### src/rtl/nand_cycle_engine.sv
module nand_cycle_engine (
  input  logic        clk,
  input  logic        rst_n,
  input  logic [2:0]  cfg_setup,
  input  logic [2:0]  cfg_active,
  input  logic [2:0]  cfg_hold,
  input  logic        cfg_wide,
  input  logic        cfg_busy_rise,
  input  logic        cfg_enable,
  input  logic        cfg_lock,
  input  logic        cfg_ce_n,
  input  logic        irq_rb_en,
  input  logic        irq_ill_en,
  input  logic        rb_clear,
  input  logic        ill_clear,
  input  logic        req_valid,
  input  logic [1:0]  req_kind,
  input  logic [15:0] req_data,
  output logic        req_ready,
  output logic        rd_valid,
  output logic [15:0] rd_data,
  output logic        nand_cle,
  output logic        nand_ale,
  output logic        nand_we_n,
  output logic        nand_re_n,
  output logic        nand_ce_n,
  output logic [15:0] nand_dq_o,
  output logic        nand_dq_oe,
  input  logic [15:0] nand_dq_i,
  input  logic        nand_rb,
  output logic        rb_flag,
  output logic        ill_flag,
  output logic        irq
);
  typedef enum logic [1:0] {IDLE, SETUP, ACTIVE, HOLD} phase_t;
  localparam logic [1:0] K_CMD = 2'd0, K_ADDR = 2'd1, K_READ = 2'd3;

  phase_t      phase;
  logic [2:0]  cnt;
  logic [1:0]  kind;
  logic [15:0] wdata;
  logic        rb_s1, rb_s2, rb_prev;

  wire take    = req_valid && req_ready;
  wire allowed = cfg_enable && !cfg_lock;
  wire busy    = phase != IDLE;
  wire is_read = kind == K_READ;
  wire rb_edge = cfg_busy_rise ? (rb_s2 && !rb_prev) : (!rb_s2 && rb_prev);

  assign req_ready  = phase == IDLE;
  assign nand_cle   = busy && kind == K_CMD;
  assign nand_ale   = busy && kind == K_ADDR;
  assign nand_we_n  = !(phase == ACTIVE && !is_read);
  assign nand_re_n  = !(phase == ACTIVE && is_read);
  assign nand_dq_oe = busy && !is_read;
  assign nand_dq_o  = cfg_wide ? wdata : {8'h00, wdata[7:0]};
  assign nand_ce_n  = cfg_ce_n;
  assign irq        = (rb_flag && irq_rb_en) || (ill_flag && irq_ill_en);

  always_ff @(posedge clk or negedge rst_n) begin
    if (!rst_n) begin
      phase    <= IDLE;
      cnt      <= '0;
      kind     <= '0;
      wdata    <= '0;
      rd_valid <= 1'b0;
      rd_data  <= '0;
    end else begin
      rd_valid <= 1'b0;
      case (phase)
        IDLE: if (take && allowed) begin
          kind  <= req_kind;
          wdata <= req_data;
          if (cfg_setup != 3'd0) begin
            phase <= SETUP;
            cnt   <= cfg_setup - 3'd1;
          end else begin
            phase <= ACTIVE;
            cnt   <= cfg_active;
          end
        end
        SETUP: if (cnt == 3'd0) begin
          phase <= ACTIVE;
          cnt   <= cfg_active;
        end else cnt <= cnt - 3'd1;
        ACTIVE: if (cnt == 3'd0) begin
          phase <= HOLD;
          cnt   <= cfg_hold;
          if (is_read) begin
            rd_valid <= 1'b1;
            rd_data  <= cfg_wide ? nand_dq_i : {8'h00, nand_dq_i[7:0]};
          end
        end else cnt <= cnt - 3'd1;
        HOLD: if (cnt == 3'd0) phase <= IDLE;
              else cnt <= cnt - 3'd1;
        default: phase <= IDLE;
      endcase
    end
  end

  always_ff @(posedge clk or negedge rst_n) begin
    if (!rst_n) begin
      rb_s1    <= 1'b1;
      rb_s2    <= 1'b1;
      rb_prev  <= 1'b1;
      rb_flag  <= 1'b0;
      ill_flag <= 1'b0;
    end else begin
      rb_s1   <= nand_rb;
      rb_s2   <= rb_s1;
      rb_prev <= rb_s2;
      if (rb_clear)     rb_flag <= 1'b0;
      else if (rb_edge) rb_flag <= 1'b1;
      if (ill_clear)              ill_flag <= 1'b0;
      else if (take && !allowed)  ill_flag <= 1'b1;
    end
  end
endmodule

### config.mk
export PLATFORM = sky130hd
export DESIGN_NAME = nand_cycle_engine
export DESIGN_NICKNAME = d
export VERILOG_FILES = /design/src/rtl/nand_cycle_engine.sv
export SDC_FILE = /design/constraint.sdc
export NUM_CORES = 1
export LEC_CHECK = 0
export CAP_MARGIN = 30
export CORE_ASPECT_RATIO = 0.75
export CORE_MARGIN = 8
export CORE_UTILIZATION = 43
export CTS_BUF_LIST = sky130_fd_sc_hd__clkbuf_8
export DETAILED_ROUTE_END_ITERATION = 10
export PLACE_DENSITY = 0.82
export SYNTH_ARGS = -nofsm -noshare
export SYNTH_HDL_FRONTEND = slang
export SYNTH_SLANG_ARGS = --single-unit
### constraint.sdc
create_clock -name clk -period 2.1 [get_ports clk]
set_clock_uncertainty 0.15 [all_clocks]
set_input_delay 0.42 -clock clk [delete_from_list [all_inputs] [get_ports clk]]
set_output_delay 0.42 -clock clk [all_outputs]
set_load 0.02 [all_outputs]
# After elaboration in Yosys (flattened, before gate mapping)
# Index checks and enable logic that the tools add are counted.
# Widths: inputs -> output; s select.
dict set report totals {
  regBits 45
  in_bits 56
  output_inout_bits 43
}
dict set report classes {
  addsub 2
  n_eq_ne 10
  mux 22
  reduce_logical 32
}
# operator n
set ops {}
lappend ops {{$mux 16} 2}
lappend ops {{$mux 3} 5}
lappend ops {{$logic_and 1x1->1} 13}
lappend ops {{$pmux 3 s4} 1}
lappend ops {{$mux 2} 5}
lappend ops {{$mux 1} 8}
lappend ops {{$pmux 2 s4} 1}
lappend ops {{$logic_not 1->1} 7}
lappend ops {{$eq 2x2->1 const B} 3}
lappend ops {{$ne 2x2->1 const B} 3}
lappend ops {{$reduce_bool 2->1} 3}
lappend ops {{$sub 3x1->3 const B} 2}
lappend ops {{$eq 2x1->1 const B} 2}
lappend ops {{$logic_not 2->1} 2}
lappend ops {{$ne 2x1->1 const B} 2}
lappend ops {{$reduce_and 2->1} 2}
lappend ops {{$reduce_and 4->1} 1}
lappend ops {{$logic_not 3->1} 1}
lappend ops {{$reduce_and 3->1} 1}
lappend ops {{$reduce_bool 3->1} 1}
lappend ops {{$logic_or 1x1->1} 1}

# Longest topological paths before layout
dict set report logic_depth {
  ltp_word 6
  ltp_mapped 9
  mapped_depth_nobuf 6
}

# Least setup slack after synthesis
# Ideal clock, no wire load.
dict set report synth_path {
  path_kind {reg-to-output}
  start {register phase[0]}
  end {output nand_ale}
  arrival_time_ns 1.527
  required_time_ns 1.530
  slack_ns 0.003
  stages_incl_launch_ff 5
  n_path_buf 1
  cell_sequence {dfrtp_1 inv_1 ha_1 clkbuf_1 nor3b_1}
}
dict set report synth_via {
  elab_chain_cells 2
}
# item line
set synth_lines {}
lappend synth_lines {{start: declaration} 38} ;# phase_t phase;
lappend synth_lines {{start signal: assignment} 62} ;# phase <= IDLE;
lappend synth_lines {{start signal: assignment} 75} ;# phase <= SETUP;
lappend synth_lines {{start signal: assignment} 78} ;# phase <= ACTIVE;
lappend synth_lines {{$reduce_bool 2->1} 46} ;# wire busy = phase != IDLE;
lappend synth_lines {{$logic_and 1x1->1} 52} ;# assign nand_ale = busy && kind == K_ADDR;
lappend synth_lines {{end: declaration} 23} ;# output logic nand_ale,
# Every way passes these cells.

# Worst setup path in the final report
dict set report layout_path {
  start {input cfg_wide}
  end {output nand_dq_o[14]}
}
dict set report layout_via {
  elab_chain_cells 1
}
# item line
set layout_lines {}
lappend layout_lines {{start: declaration} 7} ;# input logic cfg_wide,
lappend layout_lines {{$mux 16} 56} ;# assign nand_dq_o = cfg_wide ? wdata : {8'h00, wdata[7:0]};
lappend layout_lines {{end: declaration} 27} ;# output logic [15:0] nand_dq_o,
# Every way passes these cells.

==> results.cfg <==
[setup_path]
critPathArrivalTime_ns = 1.48
path_cells = clkdlybuf4s50_1 -> buf_4 -> and2_1 -> clkdlybuf4s15_1
crit_buf_inv = 3
start_kind = input pin
r2r_end = cnt[2]
critical_path.top_delay_family = buffers and inverters
r2r-start = phase[0]
reg2reg_slack_ns = 0.17
r2r_cells = 8
path_class = input pin to output pin
cpPeakStageDelay_ns = 0.48
cp_slowest_cell = clkdlybuf4s50_1
crit_path_end_kind = output pin
cp.required_ns = 1.53
path_max_fanout = 4

[grt]
antenna_found_initial = 0
grt_max_degree = 46
grt_overflow = 0
grt_pass1_vias = 1782
grt.total_usage = 0.145
grt_pass1_wl_um = 8990

[clock_tree]
cts_tree = yes
cts_setup_buffers = 0
cts.sinks = 45
insertion_delay_ns = 0.30
cts_made_buffers = 5
h-tree-depth = 2
clockBufferDepth = 2
clock-root-buffer = clkbuf_8
path_clk_slew_ns = 0.08

[synthesis]
synth-seq-cells = 45
syn_avg_cell_area_um2 = 11.5
yosys-top-cells-count = 42 x dfrtp_1, 23 x mux2_2, 22 x nand2_1, 11 x buf_4, 11 x o21ai_0
synth_nets = 256
synth_edf_count = 0
yosysTopAreaCell = dfrtp_1
synthFlopType = dfrtp_1
synthCells = 192
async_reset_ff_frac = 1.00
ys_seq_area_frac = 0.512
synth_area_leaders = dfrtp_1 48%, mux2_2 12%, ha_1 4.5%
syn_area_um2 = 2200
ys.warnings.count = 0
synth_top_cell_area_share = 0.477
yosysMostFrequentCell = dfrtp_1
ys_types = 38

[detailed_routing]
wl_per_cell_um = 15.6
via_count = 1758
first_pass_iters = 4
drt.antenna.violating_nets = 0
drtIter0Drc = 71
drcViolationCount = 0
routed_wl_um = 5490
viasPerCell = 5.01

[floorplanning]
num_rows = 22
die_area_um2 = 7700
io_pins = 99
die_h_um = 78.0
initial_core_util = 0.447
die_w_um = 98.7
core-area_um2 = 4930

[place]
dp_hpwl_um = 4280
gp_congestion = 0.870
dp_cells = 343
io_buffers = 96

[timing]
holdWs_ns = 0.0401
maxSlewViolCount = 0
post-route-period-util = 0.976
rsz0062_at_grt = yes
worstMarginPinSlew_ns = 0.567
final.setup.tns_ns = 0
period_needed_ns = 2.05
finalSetupViolations = 0
max_freq_ghz = 0.488
max_slew_margin = 0.622
hold_viol = 0

[layout]
drive_gt1_frac = 0.203
syn2layout_area_growth_pct = 47.9
fillers = 390
instances_no_fill = 351
diodes = 0
layout.nets = 354

[pwr]
peakVddDrop_v = 0.000754
power_density_nw_per_um2 = 1270
p_leak_uw = 0.00149

[min_path]
hp-class = input pin to async pin

[status]
status = finished, final reports clean

[flow_run]
maxCapViolations = 0
## metrics by stage
stage           util  power, uW  area, um^2  setup WS, ns
3_5_place_dp   0.653       3720        3220        -0.273
6_report       0.662       4130        3260        0.0508
5_1_grt        0.662       4410        3260      -0.00560
3_3_place_gp   0.653       3670        3220        -0.257
2_1_floorplan      -       2810        2200       0.00294
4_1_cts        0.667       4190        3290       0.00336
## metal layers
layer	GRT usage	up-vias	share of wire	wire length, um
li1	-	843	-	-
met1	0.180	823	0.44	2430
met2	0.214	85	0.43	2340
met3	0.0749	7	0.12	657
met4	0.0504	0	0.012	65
met5	0	-	0	0
## logic make-up after synthesis
logic type                 share of synthesized area
DFF                                            0.512
and+or+nand+nor                                0.138
AOI/OAI and AO/OA                             0.0874
adders and majority gates                     0.0454
muxes                                          0.147
buffers and inverters                         0.0692
## cells in the final DEF, fill, tap and decap left out, drive strengths merged, types with 4 or more instances in the layout
cell | synthesis | routed
and2 | 8 | 8
buf | 15 | 13
clkbuf | 2 | 11
clkdlybuf4s50 | 0 | 80
dfrtp | 42 | 42
dlygate4sd2 | 0 | 6
ha | 8 | 8
inv | 8 | 9
mux2 | 26 | 26
nand2 | 22 | 22
nand2b | 5 | 5
nor2 | 8 | 8
nor3 | 4 | 4
o21ai | 11 | 11
## worst max path at each step
stage,slack (ns),from,to,cells after the start
detailed placement,-0.27,cfg_wide,nand_dq_o[15],4
global route,-0.006,phase[1],nand_ale,4
global placement,-0.26,cfg_wide,nand_dq_o[12],4
finish,0.05,cfg_wide,nand_dq_o[14],4
CTS,0.003,phase[1],nand_ale,4
floorplan,0.003,phase[0],nand_ale,4
## power by group
group / switching [uW] / total [uW] / internal, uW
Clock: 292 / 518 / 226
Combinational: 1070 / 2180 / 1110
Sequential: 205 / 1430 / 1220
Total: 1560 / 4130 / 2570
## flip-flops by register name (all words and copies together) (netlist names)
| name | count |
|---|---|
| rd_data | 16 |
| wdata | 16 |
| cnt | 3 |
| kind | 2 |
| phase | 2 |
| ill_flag | 1 |
| rb_flag | 1 |
| rb_prev | 1 |
| rb_s1 | 1 |
| rb_s2 | 1 |
| rd_valid | 1 |
## area by class of cell
cell class,instances,area [um^2],area share
timing repair buffer,108,1020,0.313
sequential,45,1130,0.347
tap,60,75.1,0.0230
multi-input combinational,122,922,0.283
clock inverter,3,13.8,0.00422
clock buffer,5,68.8,0.0211
inverter,8,30.0,0.00921
## timing repair
| item | CTS | global route |
|---|---|---|
| hold buffers | 0 | 0 |
| gates resized for setup | 21 | 11 |
| endpoints found under the setup margin | 15 | 8 |
(Power assumes the default switching activity.)
